`src/rtl/mdio_pkg.sv`:
```
package mdio_pkg;

  localparam int unsigned DATA_BITS  = 16;
  localparam int unsigned ADDR_BITS  = 5;
  localparam int unsigned SOF_SLOTS  = 2;
  localparam int unsigned OP_SLOTS   = 2;
  localparam int unsigned TA_SLOTS   = 2;
  localparam int unsigned RD_TA      = 1;
  localparam int unsigned WR_TAIL    = 1;
  localparam int unsigned RD_TAIL    = 2;
  localparam int unsigned FRAME_BITS = SOF_SLOTS + OP_SLOTS + 2*ADDR_BITS + TA_SLOTS + DATA_BITS;

  typedef enum logic [3:0] {
    ST_IDLE,
    ST_PRE,
    ST_SOF,
    ST_OP,
    ST_PHY,
    ST_REG,
    ST_TA,
    ST_DATA,
    ST_TAIL,
    ST_RECOV
  } seq_state_t;

endpackage

```
`src/rtl/mdio_clk_div.sv`:
```
module mdio_clk_div #(
  parameter int unsigned HALF_CLKS = 3
) (
  input  logic clk,
  input  logic rst_n,
  input  logic run_i,
  output logic tick_o
);

  localparam int unsigned HW = (HALF_CLKS > 1) ? $clog2(HALF_CLKS) : 1;
  localparam logic [HW-1:0] LAST = HW'(HALF_CLKS - 1);

  logic [HW-1:0] cnt_q, cnt_d;

  assign tick_o = run_i && (cnt_q == LAST);

  always_comb begin
    if (!run_i || tick_o) cnt_d = '0;
    else                  cnt_d = cnt_q + HW'(1);
  end

  always_ff @(posedge clk or negedge rst_n) begin
    if (!rst_n) cnt_q <= '0;
    else        cnt_q <= cnt_d;
  end

endmodule

```
`src/rtl/mdio_tx_shift.sv`:
```
module mdio_tx_shift #(
  parameter int unsigned W = 32
) (
  input  logic         clk,
  input  logic         rst_n,
  input  logic         load_i,
  input  logic [W-1:0] word_i,
  input  logic         shift_i,
  output logic         msb_o
);

  logic [W-1:0] sr_q, sr_d;

  always_comb begin
    sr_d = sr_q;
    if (load_i)       sr_d = word_i;
    else if (shift_i) sr_d = {sr_q[W-2:0], 1'b0};
  end

  always_ff @(posedge clk or negedge rst_n) begin
    if (!rst_n) sr_q <= '0;
    else        sr_q <= sr_d;
  end

  assign msb_o = sr_q[W-1];

endmodule

```
`src/rtl/mdio_rx_shift.sv`:
```
module mdio_rx_shift #(
  parameter int unsigned W = 16
) (
  input  logic         clk,
  input  logic         rst_n,
  input  logic         shift_i,
  input  logic         last_i,
  input  logic         bit_i,
  output logic [W-1:0] data_o
);

  logic [W-1:0] sr_q, sr_d;
  logic [W-1:0] hold_q, hold_d;

  always_comb begin
    sr_d   = sr_q;
    hold_d = hold_q;
    if (shift_i) sr_d = {sr_q[W-2:0], bit_i};
    if (shift_i && last_i) hold_d = {sr_q[W-2:0], bit_i};
  end

  always_ff @(posedge clk or negedge rst_n) begin
    if (!rst_n) begin
      sr_q   <= '0;
      hold_q <= '0;
    end else begin
      sr_q   <= sr_d;
      hold_q <= hold_d;
    end
  end

  assign data_o = hold_q;

endmodule

```
`src/rtl/mdio_frame_seq.sv`:
```
module mdio_frame_seq
  import mdio_pkg::*;
#(
  parameter int unsigned PRE_SLOTS   = 32,
  parameter int unsigned RECOV_SLOTS = 32
) (
  input  logic clk,
  input  logic rst_n,
  input  logic start_i,
  input  logic op_read_i,
  input  logic tick_i,
  input  logic line_i,
  output logic busy_o,
  output logic phase_o,
  output logic drive_o,
  output logic pre_o,
  output logic load_o,
  output logic shift_o,
  output logic cap_o,
  output logic cap_last_o,
  output logic done_o,
  output logic err_o
);

  localparam int unsigned MAX_A    = (PRE_SLOTS > RECOV_SLOTS) ? PRE_SLOTS : RECOV_SLOTS;
  localparam int unsigned MAX_SLOT = (MAX_A > DATA_BITS) ? MAX_A : DATA_BITS;
  localparam int unsigned CW       = $clog2(MAX_SLOT + 1);

  seq_state_t    state_q, state_d;
  logic [CW-1:0] cnt_q, cnt_d;
  logic          phase_q, phase_d;
  logic          rd_q, rd_d;
  logic          done_q, done_d;
  logic          err_q, err_d;
  logic [CW-1:0] len;
  logic          slot_end;
  logic          last_slot;

  always_comb begin
    unique case (state_q)
      ST_PRE:   len = CW'(PRE_SLOTS);
      ST_SOF:   len = CW'(SOF_SLOTS);
      ST_OP:    len = CW'(OP_SLOTS);
      ST_PHY:   len = CW'(ADDR_BITS);
      ST_REG:   len = CW'(ADDR_BITS);
      ST_TA:    len = rd_q ? CW'(RD_TA) : CW'(TA_SLOTS);
      ST_DATA:  len = CW'(DATA_BITS);
      ST_TAIL:  len = rd_q ? CW'(RD_TAIL) : CW'(WR_TAIL);
      ST_RECOV: len = CW'(RECOV_SLOTS);
      default:  len = CW'(1);
    endcase
  end

  assign slot_end  = tick_i && phase_q;
  assign last_slot = (cnt_q == (len - CW'(1)));

  always_comb begin
    state_d = state_q;
    cnt_d   = cnt_q;
    phase_d = phase_q;
    rd_d    = rd_q;
    done_d  = 1'b0;
    err_d   = 1'b0;
    if (state_q == ST_IDLE) begin
      phase_d = 1'b0;
      cnt_d   = '0;
      if (start_i) begin
        state_d = ST_PRE;
        rd_d    = op_read_i;
      end
    end else begin
      if (tick_i) phase_d = !phase_q;
      if (slot_end) begin
        if (last_slot) begin
          cnt_d = '0;
          unique case (state_q)
            ST_PRE:   state_d = ST_SOF;
            ST_SOF:   state_d = ST_OP;
            ST_OP:    state_d = ST_PHY;
            ST_PHY:   state_d = ST_REG;
            ST_REG:   state_d = ST_TA;
            ST_TA:    state_d = (rd_q && line_i) ? ST_RECOV : ST_DATA;
            ST_DATA:  state_d = ST_TAIL;
            ST_TAIL: begin
              state_d = ST_IDLE;
              done_d  = 1'b1;
            end
            ST_RECOV: begin
              state_d = ST_IDLE;
              done_d  = 1'b1;
              err_d   = 1'b1;
            end
            default:  state_d = ST_IDLE;
          endcase
        end else begin
          cnt_d = cnt_q + CW'(1);
        end
      end
    end
  end

  always_ff @(posedge clk or negedge rst_n) begin
    if (!rst_n) begin
      state_q <= ST_IDLE;
      cnt_q   <= '0;
      phase_q <= 1'b0;
      rd_q    <= 1'b0;
      done_q  <= 1'b0;
      err_q   <= 1'b0;
    end else begin
      state_q <= state_d;
      cnt_q   <= cnt_d;
      phase_q <= phase_d;
      rd_q    <= rd_d;
      done_q  <= done_d;
      err_q   <= err_d;
    end
  end

  assign busy_o     = (state_q != ST_IDLE);
  assign phase_o    = phase_q;
  assign pre_o      = (state_q == ST_PRE);
  assign drive_o    = (state_q inside {ST_PRE, ST_SOF, ST_OP, ST_PHY, ST_REG})
                   || (!rd_q && (state_q inside {ST_TA, ST_DATA}));
  assign load_o     = (state_q == ST_IDLE) && start_i;
  assign shift_o    = slot_end && (state_q inside {ST_SOF, ST_OP, ST_PHY, ST_REG, ST_TA, ST_DATA});
  assign cap_o      = slot_end && rd_q && (state_q == ST_DATA);
  assign cap_last_o = last_slot;
  assign done_o     = done_q;
  assign err_o      = err_q;

endmodule

```
`src/rtl/mdio_master.sv`:
```
module mdio_master
  import mdio_pkg::*;
#(
  parameter int unsigned HALF_CLKS   = 3,
  parameter int unsigned PRE_SLOTS   = 32,
  parameter int unsigned RECOV_SLOTS = 32
) (
  input  logic        clk,
  input  logic        rst_n,
  input  logic        start_i,
  input  logic        op_read_i,
  input  logic [4:0]  phy_addr_i,
  input  logic [4:0]  reg_addr_i,
  input  logic [15:0] wr_data_i,
  output logic        busy_o,
  output logic        done_o,
  output logic        err_o,
  output logic [15:0] rd_data_o,
  output logic        mdc_o,
  output logic        mdio_o,
  output logic        mdio_oe_o,
  input  logic        mdio_i
);

  logic tick, busy, phase, drive, pre, load, shift, cap, cap_last, tx_msb;
  logic [FRAME_BITS-1:0] frame_word;

  assign frame_word = {2'b01,
                       (op_read_i ? 2'b10 : 2'b01),
                       phy_addr_i,
                       reg_addr_i,
                       2'b10,
                       wr_data_i};

  mdio_clk_div #(.HALF_CLKS(HALF_CLKS)) u_div (
    .clk    (clk),
    .rst_n  (rst_n),
    .run_i  (busy),
    .tick_o (tick)
  );

  mdio_frame_seq #(.PRE_SLOTS(PRE_SLOTS), .RECOV_SLOTS(RECOV_SLOTS)) u_seq (
    .clk        (clk),
    .rst_n      (rst_n),
    .start_i    (start_i),
    .op_read_i  (op_read_i),
    .tick_i     (tick),
    .line_i     (mdio_i),
    .busy_o     (busy),
    .phase_o    (phase),
    .drive_o    (drive),
    .pre_o      (pre),
    .load_o     (load),
    .shift_o    (shift),
    .cap_o      (cap),
    .cap_last_o (cap_last),
    .done_o     (done_o),
    .err_o      (err_o)
  );

  mdio_tx_shift #(.W(FRAME_BITS)) u_tx (
    .clk     (clk),
    .rst_n   (rst_n),
    .load_i  (load),
    .word_i  (frame_word),
    .shift_i (shift),
    .msb_o   (tx_msb)
  );

  mdio_rx_shift #(.W(DATA_BITS)) u_rx (
    .clk     (clk),
    .rst_n   (rst_n),
    .shift_i (cap),
    .last_i  (cap_last),
    .bit_i   (mdio_i),
    .data_o  (rd_data_o)
  );

  assign busy_o    = busy;
  assign mdc_o     = phase;
  assign mdio_oe_o = drive;
  assign mdio_o    = drive && (pre || tx_msb);

endmodule

```
`config.mk`:
```
export PLATFORM = sky130hd
export DESIGN_NAME = mdio_master
export DESIGN_NICKNAME = d
export VERILOG_FILES = /design/src/rtl/mdio_pkg.sv /design/src/rtl/mdio_clk_div.sv /design/src/rtl/mdio_tx_shift.sv /design/src/rtl/mdio_rx_shift.sv /design/src/rtl/mdio_frame_seq.sv /design/src/rtl/mdio_master.sv
export SDC_FILE = /design/constraint.sdc
export NUM_CORES = 1
export LEC_CHECK = 0
export BUFFER_PORTS_ARGS = -buffer_cell sky130_fd_sc_hd__buf_2
export CAP_MARGIN = 20
export CORE_MARGIN = 4
export CORE_UTILIZATION = 57
export CTS_CLUSTER_SIZE = 12
export DETAILED_ROUTE_END_ITERATION = 8
export HOLD_SLACK_MARGIN = 0.02
export PLACE_DENSITY_LB_ADDON = 0.12
export SKIP_LAST_GASP = 1
export SLEW_MARGIN = 20
export SYNTH_ARGS = -nofsm -noshare
export SYNTH_HDL_FRONTEND = slang
export SYNTH_HIERARCHICAL = 1
export SYNTH_SLANG_ARGS = --single-unit
```
`constraint.sdc`:
```
create_clock -name clk -period 4.4 [get_ports clk]
set_input_delay 0.44 -clock clk [delete_from_list [all_inputs] [get_ports clk]]
set_output_delay 0.44 -clock clk [all_outputs]
set_load 0.005 [all_outputs]
```
Word level (Yosys, flattened, before mapping)
Cells that the tools add are included.
{"block": "op_classes", "addsub": 3, "n_eq_ne": 12, "n_mux": 26, "reduce_logical": 31}
{"op": "two-way mux 32 bit", "count": 2}
{"op": "case mux 6 bit (6 select lines)", "count": 1}
{"op": "case mux 4 bit (7 select lines)", "count": 1}
{"op": "two-way mux 4 bit", "count": 5}
{"op": "two-way mux 6 bit", "count": 3}
{"op": "== test 4 x 3 -> 1 bit, second input constant", "count": 4}
{"op": "logical AND 1 bit", "count": 10}
{"op": "two-way mux 1 bit", "count": 10}
{"op": "nonzero test 2 bit", "count": 5}
{"op": "== test 4 x 2 -> 1 bit, second input constant", "count": 2}
{"op": "== test 4 bit, second input constant", "count": 2}
{"op": "two-way mux 2 bit", "count": 4}
{"op": "OR reduction 2 bit", "count": 4}
{"op": "adder 6 x 1 -> 6 bit, second input constant", "count": 1}
{"op": "== test 6 bit", "count": 1}
{"op": "nonzero test 6 bit", "count": 1}
{"op": "subtractor 6 x 1 -> 6 bit, second input constant", "count": 1}
{"op": "nonzero test 5 bit", "count": 1}
{"op": "== test 4 x 1 -> 1 bit, second input constant", "count": 1}
{"op": "zero test 4 bit", "count": 1}
{"op": "nonzero test 4 bit", "count": 1}
{"op": "zero test 1 bit", "count": 3}
{"op": "logical OR 1 bit", "count": 3}
{"op": "AND reduction 3 bit", "count": 1}
{"op": "4 further kinds", "count": 4}
{"block": "word_totals", "regBits": 79, "input_bits": 31, "out_inout_bits": 22, "wordCells": 82}

Depth between registers and ports, before layout
Gate-level depths: netlist of run 1.
{"block": "depth", "depth_word": 8, "mapped_depth": 14}

Cells and area by module
Netlist of run 1, hierarchy kept.
{"module": "mdio_tx_shift", "n_inst": 1, "cells_each": 139, "area_per_inst_um2": 1512.7, "seq_area_each_um2": 800.8}
{"module": "mdio_rx_shift", "n_inst": 1, "cells_each": 66, "area_per_inst_um2": 1203.7, "seq_area_each_um2": 775.7}
{"module": "mdio_frame_seq", "n_inst": 1, "cells_each": 114, "area_per_inst_um2": 1001.0, "seq_area_each_um2": 350.3}
{"module": "mdio_clk_div", "n_inst": 1, "cells_each": 7, "area_per_inst_um2": 97.6, "seq_area_each_um2": 50.0}
{"module": "mdio_master", "n_inst": 1, "cells_each": 4, "area_per_inst_um2": 18.8, "seq_area_each_um2": 0.0}

Worst setup path before layout of run 1
No wires, ideal clock.
{"block": "synth_path", "path_kind": "flip-flop to flip-flop", "start": "register u_seq.state_q[1]", "end": "register u_rx.hold_q[10] (netlist: u_rx/data_o[10])", "setup_ns": 0.125, "arrival_time_ns": 3.050, "required_ns": 4.275, "slack_ns": 1.225, "path_stages_with_launch": 15, "cell_sequence": "dfrtp_1 -> buf_2 -> buf_1 -> nor3b_1 -> a31oi_1 -> a2bb2oi_1 -> ha_1 -> ha_1 -> xnor2_1 -> nor3_1 -> nand4_1 -> nor3b_1 -> nand2_4 -> buf_6 -> mux2_4"}
{"block": "synth_between", "elab_chain_cells": 6, "elab_cells_between_ends": 21, "cone_classes": "add/sub (1); eq/ne (10); mux (1); reduce/logical (9)"}
{"element": "start: declaration", "line_no": "mdio_frame_seq.sv:29", "rtl": "seq_state_t state_q, state_d;"}
{"element": "start signal: assignment", "line_no": "mdio_frame_seq.sv:111", "rtl": "state_q <= state_d;"}
{"element": "== test 4 x 1 -> 1 bit, or another cell as far along", "line_no": "mdio_frame_seq.sv:40", "rtl": "unique case (state_q)"}
{"element": "OR reduction 2 bit (no line)"}
{"element": "case mux 6 bit (6 select lines) *", "line_no": "mdio_frame_seq.sv:40"}
{"element": "subtractor 6 x 1 -> 6 bit *", "line_no": "mdio_frame_seq.sv:55", "rtl": "assign last_slot = (cnt_q == (len - CW'(1)));"}
{"element": "== test 6 bit *", "line_no": "mdio_frame_seq.sv:55"}
{"element": "via cap_last", "line_no": "mdio_master.sv:25", "rtl": "logic tick, busy, phase, drive, pre, load, shift, cap, cap_last, tx_msb;"}
{"element": "logical AND 1 bit *", "line_no": "mdio_rx_shift.sv:19", "rtl": "if (shift_i && last_i) hold_d = {sr_q[W-2:0], bit_i};"}
{"element": "end signal: assignment", "line_no": "mdio_rx_shift.sv:28", "rtl": "hold_q <= hold_d;"}
{"element": "end: declaration", "line_no": "mdio_rx_shift.sv:13", "rtl": "logic [W-1:0] hold_q, hold_d;"}
Mark *: on every way through the listed nets, which the timed path passes. The rest lies on a longest branch.
A chain may end at the register's enable or synchronous reset.

Worst setup path in the final report of run 1
{"block": "layout_path", "start": "register u_seq.state_q[1]", "end": "register u_rx.hold_q[13] (netlist: u_rx/data_o[13])"}
Same word-level chain as after synthesis.

==> impl_results.md, run 1 <==
- Status: finished, final reports clean
- Critical path fanouts, max: 17
- DR DRC count: 0
- Largest net degree at the start of global routing: 80
- Core Region: 6420 sq um
- Leak: 1.98 nW
- Area grow syn2layout: 11.7%
- Clock slew at reported path FFs: 0.08 ns
- Post-synthesis mux area share: 0.185
- Final hold vios: 0
- Clock sinks: 79
- Drt pass-1 iters: 4
- Die Area: 8100 sq um
- Kind of start point of the critical path: register
- Final #Nets: 409
- XOR/XNOR Fraction of Synth Area: 0.0114
- Critical Path Sink Type: register
- Largest family of logic cells by synthesized area: multiplexers
- Synthesized area: 3830 sq um
- Critical path required time: 4.61 ns
- Pwr dens: 483 nW/um^2
- I/O Buffers: 52
- Seq/Total Area, Yosys: 0.516
- Adder-Cell Fraction of Synth Area: 0.0131
- WL met1: 3060 um
- Synth area leaders: dfrtp_1 (52%), mux2i_1 (8.1%), mux2_2 (6.2%), nand2_1 (4.4%), o21ai_1 (4.0%)
- CTS Buf Count: 9
- Synth Area in Compound Gates: 0.0865
- Met2 wire len: 3140 um
- CP Class: reg -> reg
- Min-delay worst type: in -> async
- Peak VDD IR: 291 uV
- Clk_lat worst skew: 0.33 ns
- Hold-fix buffers at CTS: 0
- Top Layer Used: met4
- Slew Viols, Final: 0
- Mean Syn Cell Area: 11.6 sq um
- Iter 0 DRT Violations: 107
- Data arrival time of the worst path: 3.69 ns
- Yosys reg bits: 79
- Synth top area share: 0.516
- Reg-to-Reg Start: u_seq/state_q[1]$_DFFE_PN0P_
- Setup slack, reg-to-reg: 0.93 ns
- Post-Synth Simple-Gate Area: 0.128
- Htree depth: 3
- EDFF count, synth: 0
- Multi-input gate area: 1650 sq um
- Fill cells: 534
- Max-cap violations: 0
- Setup violations, final: 0
- Max Freq: 0.288 GHz
- Post-CTS sizing: 0
- Top cells by count, synth: dfrtp_1 (79), nand2_1 (45), mux2i_1 (31), o21ai_1 (31), mux2_2 (21)
- Final period utilization: 0.790
- Routed Antenna Nets: 0
- Crit. Startpoint: u_seq/state_q[1]$_DFFE_PN0P_
- GP Congestion: 0.808
- WL/cell: 14.3 um
- R2r endpoint: u_rx/data_o[13]$_DFFE_PN0P_
- Cell with the most instances after synthesis: dfrtp_1
- Post-synth cell types: 51
- Worst hold slack: 0.249 ns
- Post-Route WL: 6500 um
- Via count: 2477
- Max_slew headroom: 0.367
- Antenna diode count: 0
- Die H: 90.0 um
- Asr flop ratio synth: 1.00
- Yosys warning count: 6
- Setup_tns: 0 ns
- Cell accounting for the most synthesized area: dfrtp_1
- Register Area: 1980 sq um
- Worst Tran Pin Value: 0.949 ns
- CTS tree: done
- Num ports: 53
- Cells after Synth: 330
- RSZ-0062 raised after global routing: false
- Vias in the first global route: 2354
- Initial antenna violation count: 0
- Via density: 5.43
- Postcts setup bufs: 0
- GRT overflow: 0
- R2R depth: 11
- First-pass GRT wire length: 10900 um
- Min cycle time layout: 3.47 ns
- Clk root buf: clkbuf_8
- Share of cells above drive strength 1: 0.301
- Met3 WL: 265 um
- GR Util All Layers: 0.162
- Num rows: 29
- Post-synth top flop: dfrtp_1
- DP HPWL: 4280 um
- Crit path to: u_rx/data_o[13]$_DFFE_PN0P_
- Worst Skew: 0.00626 ns
- Initial Utilization: 0.597
- Die W: 90.0 um
- CTS Buffer Depth: 2
report_power, final:
| part | switching (mW) | internal, mW | total, mW | leakage (nW) |
|---|---|---|---|---|
| Clock | 0.256 | 0.396 | 0.653 | 0.124 |
| Combinational | 0.199 | 0.192 | 0.391 | 0.816 |
| Sequential | 0.121 | 0.902 | 1.02 | 1.04 |
| Total | 0.577 | 1.49 | 2.07 | 1.98 |
critical path, cell delays in order, from the launching register on:
cell       delay (ns)
dfrtp_1          0.58
nor2_1           0.35
a31oi_1          0.13
a2bb2oi_1        0.17
ha_1             0.23
ha_1             0.28
xnor2_1          0.12
nor3_1           0.14
nand4_1          0.13
nor3b_1          0.53
nand2_4          0.30
mux2_4           0.37
cells in the final DEF (no fill, tap or decap), types with 5 or more instances in the layout:
cell / synthesis / routed
dfrtp_1: 79 / 79
buf_2: 8 / 51
nand2_1: 45 / 45
o21ai_1: 31 / 31
mux2i_1: 31 / 31
mux2_2: 21 / 21
clkbuf_8: 0 / 10
mux2_4: 10 / 10
nor2_1: 9 / 9
inv_1: 7 / 6
o21ai_0: 6 / 6
xnor2_1: 5 / 5
how the worst min path moves through the flow:
| stage | start | endpoint | slack (ns) |
|---|---|---|---|
| global route | wr_data_i[11] | u_tx/sr_q[11]$_DFFE_PN0P_ | 0.31 |
| detailed placement | u_div/cnt_q[0]$_DFF_PN0_ | u_div/cnt_q[0]$_DFF_PN0_ | 0.45 |
| global placement | u_div/cnt_q[0]$_DFF_PN0_ | u_div/cnt_q[0]$_DFF_PN0_ | 0.44 |
| finish | rst_n | u_tx/sr_q[24]$_DFFE_PN0P_ | 0.25 |
| floorplan | rst_n | u_div/cnt_q[0]$_DFF_PN0_ | 0.14 |
| CTS | rst_n | u_tx/sr_q[24]$_DFFE_PN0P_ | 0.28 |
layout make-up:
cell class,count,share of cell area
Tap cell,77,0.0225
Sequential cell,79,0.462
Multi-Input combinational cell,222,0.384
Timing Repair Buffer,55,0.0666
Clock buffer,10,0.0321
Clock inverter,6,0.0269
Inverter,7,0.00613
per-layer routing:
layer,track usage,up-vias
met5,0,-
met3,0.0467,4
met4,0.0459,0
met2,0.268,40
li1,-,1233
met1,0.210,1200
registers in the layout, summed over array words and instances, names as in the netlist, 2 cells and up:
signal / count
u_div/cnt_q: 2
u_rx/data_o: 16
u_rx/sr_q: 15
u_seq/cnt_q: 6
u_seq/state_q: 4
u_tx/sr_q: 32
stage by stage:
step | power, mW | area [sq um] | utilization | instances | worst slack (ns)
2_1_floorplan | 1.32 | 3840 | - | 332 | 1.22
3_3_place_gp | 1.41 | 4030 | 0.628 | 440 | 1.15
3_5_place_dp | 1.43 | 4030 | 0.628 | 440 | 0.979
4_1_cts | 2.10 | 4280 | 0.667 | 456 | 0.951
5_1_grt | 2.20 | 4280 | 0.667 | 456 | 0.587
6_report | 2.07 | 4280 | 0.667 | 456 | 0.926
logic make-up after synthesis:
group / after synthesis
simple gates: 90
flops: 79
mux: 63
compound gates: 56
buf+inv: 31
xor+xnor: 5
fa+ha+maj: 4
other cells: 2
No activity file was read; power rests on OpenSTA's default activity.
==> inputs of run 2 (changes only) <==
ABC_AREA = 1   (was not set)
clock period = 3.4 ns   (was 4.4 ns; I/O delays follow)
==> run 2 against run 1 <==
  * Clock skew is 0.0072 ns higher
  * Die area fell by 1.0%
  * Count of clock-buffer cells in the layout is 1 higher
  * Worst setup slack got worse by 0.56 ns
  * Synthesized area is 1.1% lower
  * Register-to-register slack worse by 0.56 ns
  * Cell area is 0.82% lower
==> impl_results.md, run 2 <==
- DR DRC count: 0 (unchanged)
- Max Freq: 0.330 GHz (was 0.288 GHz)
- CTS tree: done (unchanged)
- Min cycle time layout: 3.03 ns (was 3.47 ns)
- Area grow syn2layout: 12.1% (was 11.7%)
- Via count: 3042 (was 2477)
- Final #Nets: 537 (was 409)
- Cell with the most instances after synthesis: nand2_1 (was dfrtp_1)
- Seq/Total Area, Yosys: 0.522 (was 0.516)
- Final hold vios: 0 (unchanged)
- EDFF count, synth: 0 (unchanged)
- Worst hold slack: 0.128 ns (was 0.249 ns)
- GRT overflow: 0 (unchanged)
- Critical Path Sink Type: register (unchanged)
- Max-cap violations: 0 (unchanged)
- Drt pass-1 iters: 4 (unchanged)
- R2r endpoint: u_rx/data_o[2]$_DFFE_PN0P_ (was u_rx/data_o[13]$_DFFE_PN0P_)
- Yosys reg bits: 79 (unchanged)
- First-pass GRT wire length: 12500 um (was 10900 um)
- Asr flop ratio synth: 1.00 (unchanged)
- Status: finished, final reports clean (unchanged)
- Share of cells above drive strength 1: 0.189 (was 0.301)
- Kind of start point of the critical path: register (unchanged)
- Num ports: 53 (unchanged)
- Worst Tran Pin Value: 0.952 ns (was 0.949 ns)
- Pwr Total: 3.42 mW (was 2.07 mW)
- CTS Buf Count: 9 (unchanged)
- Die H: 89.5 um (was 90.0 um)
- RSZ-0062 raised after global routing: false (unchanged)
- Pwr dens: 805 nW/um^2 (was 483 nW/um^2)
- Synth area leaders: dfrtp_1 (52%), nand2_1 (14%), nand3_1 (12%), inv_1 (3.1%), buf_6 (2.7%) (was dfrtp_1 (52%), mux2i_1 (8.1%), mux2_2 (6.2%), nand2_1 (4.4%), o21ai_1 (4.0%))
- CTS Buffer Depth: 2 (unchanged)
- Via density: 5.21 (was 5.43)
- I/O Buffers: 52 (unchanged)
- Final cell count without fillers: 584 (was 456)
- Setup slack, reg-to-reg: 0.37 ns (was 0.93 ns)
- CP Class: reg -> reg (unchanged)
- Antenna diode count: 0 (unchanged)
- Mean Syn Cell Area: 8.35 sq um (was 11.6 sq um)
- Clk_lat worst skew: 0.35 ns (was 0.33 ns)
- Reg-to-Reg Start: u_seq/state_q[1]$_DFFE_PN0P_ (unchanged)
- Clk root buf: clkbuf_8 (unchanged)
- Leak: 2.20 nW (was 1.98 nW)
- Post-synth top flop: dfrtp_1 (unchanged)
- Iter 0 DRT Violations: 146 (was 107)
- GP Congestion: 0.872 (was 0.808)
- Clock sinks: 79 (unchanged)
- Cell accounting for the most synthesized area: dfrtp_1 (unchanged)
- Routed Antenna Nets: 0 (unchanged)
- Post-Route WL: 7160 um (was 6500 um)
- Num rows: 29 (unchanged)
- Critical path fanouts, max: 10 (was 17)
- Min-delay worst type: in -> async (unchanged)
- Die W: 89.5 um (was 90.0 um)
- Cells after Synth: 454 (was 330)
- Core Region: 6390 sq um (was 6420 sq um)
- WL/cell: 12.3 um (was 14.3 um)
- Most frequent cells in the layout: nand2_1 (143), nand3_1 (94), dfrtp_1 (79) (was dfrtp_1 (79), buf_2 (51), nand2_1 (45))
- Most flops, register: u_tx/sr_q (unchanged)
- Yosys warning count: 6 (unchanged)
- DP HPWL: 4780 um (was 4280 um)
- Critical-path cell list: inv_2 -> nor2_1 -> nand3_1 -> nand3_1 -> nor2_2 -> ha_1 -> ha_1 -> xnor2_1 -> nor2_1 -> o21ai_1 -> nor2_1 -> nand2_1 -> nor2_2 -> nand3_2 -> inv_1 -> buf_4 -> nand3_1 -> nand2_1 (was nor2_1 -> a31oi_1 -> a2bb2oi_1 -> ha_1 -> ha_1 -> xnor2_1 -> nor3_1 -> nand4_1 -> nor3b_1 -> nand2_4 -> mux2_4)
- Synthesized area: 3790 sq um (was 3830 sq um)
- Data arrival time of the worst path: 3.32 ns (was 3.69 ns)
- Hold-fix buffers at CTS: 0 (unchanged)
- GR Util All Layers: 0.198 (was 0.162)
- Slew Viols, Final: 0 (unchanged)
- Post-synth cell types: 30 (was 51)
- Synth top area share: 0.522 (was 0.516)
- Initial Utilization: 0.593 (was 0.597)
- Crit-path max cell delay: 0.49 ns (was 0.58 ns)
- Final period utilization: 0.892 (was 0.790)
- Max_slew headroom: 0.365 (was 0.367)
- Max reg flops: 32 (unchanged)
- Setup_tns: 0 ns (unchanged)
- Worst Skew: 0.0135 ns (was 0.00626 ns)
- Postcts setup bufs: 0 (unchanged)
- Post-CTS sizing: 0 (unchanged)
- Largest net degree at the start of global routing: 80 (unchanged)
- Vias in the first global route: 2818 (was 2354)
- Commonest non-fill, non-tap cell in the layout: nand2_1 (was dfrtp_1)
- Clock slew at reported path FFs: 0.09 ns (was 0.08 ns)
- Peak VDD IR: 540 uV (was 291 uV)
- Htree depth: 3 (unchanged)
- CP max stage cell: dfrtp_1 (unchanged)
- Critical path required time: 3.69 ns (was 4.61 ns)
- R2R depth: 18 (was 11)
- Top cells by count, synth: nand2_1 (143), nand3_1 (94), dfrtp_1 (79) (was dfrtp_1 (79), nand2_1 (45), mux2i_1 (31), o21ai_1 (31), mux2_2 (21))
- Placed insts: 568 (was 440)
- Die Area: 8020 sq um (was 8100 sq um)
- Initial antenna violation count: 0 (unchanged)
- Setup violations, final: 0 (unchanged)
==> run 2: power breakdown <==
part	switching [mW]	internal (mW)
clock network	0.336	0.434
logic	0.860	0.460
registers	0.155	1.17
total	1.35	2.07
==> run 2: routing by layer <==
layer	track usage	vias to the layer above	wire length, um
li1	-	1541	-
met1	0.277	1401	3490
met2	0.304	89	3160
met3	0.0479	11	424
met4	0.0650	0	93
met5	0	-	0
==> run 2: worst max-delay path, delay by kind of cell, from the launching register on <==
kind | cells | cell delay, ns
flops | 1 | 0.49
buf+inv | 3 | 0.58
fa+ha+maj | 2 | 0.49
compound gates | 1 | 0.07
simple gates | 11 | 1.22
xor+xnor | 1 | 0.13
==> run 2: worst max-delay path by stage <==
stage | cells past startpoint | start | slack, ns | to
after CTS | 19 | u_seq/state_q[2]$_DFFE_PN0P_ | 0.41 | u_rx/data_o[2]$_DFFE_PN0P_
after detailed placement | 19 | u_seq/state_q[2]$_DFFE_PN0P_ | 0.44 | u_rx/data_o[11]$_DFFE_PN0P_
final | 18 | u_seq/state_q[1]$_DFFE_PN0P_ | 0.37 | u_rx/data_o[2]$_DFFE_PN0P_
after global routing | 18 | u_seq/state_q[3]$_DFFE_PN0P_ | 0.1 | u_rx/data_o[6]$_DFFE_PN0P_
after global placement | 18 | u_seq/state_q[1]$_DFFE_PN0P_ | 0.54 | u_rx/data_o[1]$_DFFE_PN0P_
after floorplan | 21 | u_seq/state_q[2]$_DFFE_PN0P_ | 0.76 | u_rx/data_o[10]$_DFFE_PN0P_
==> run 2: cell type report <==
class	count	area, sq um
fillers	545	2140
inverters	38	143
repair buffers	56	293
clock buffers	11	141
flip-flops and latches	79	1980
well taps	77	96.3
clock inverters	5	81.3
multi-input cells	318	1520
==> run 2: cell families after synthesis <==
| logic type | synth area share |
|---|---|
| compound gates | 0.0350 |
| simple gates | 0.329 |
| buf+inv | 0.0829 |
| xor+xnor | 0.0162 |
| fa+ha+maj | 0.0132 |
| flops | 0.522 |
| other cells | 0.00198 |
==> run 2: through the flow <==
| step | cell area [sq um] | util | setup WS [ns] |
|---|---|---|---|
| floorplan | 3800 | - | 0.755 |
| detailed placement | 4030 | 0.630 | 0.437 |
| finish | 4250 | 0.665 | 0.366 |
| CTS | 4250 | 0.665 | 0.411 |
| global route | 4250 | 0.665 | 0.0980 |
| global placement | 4030 | 0.630 | 0.543 |
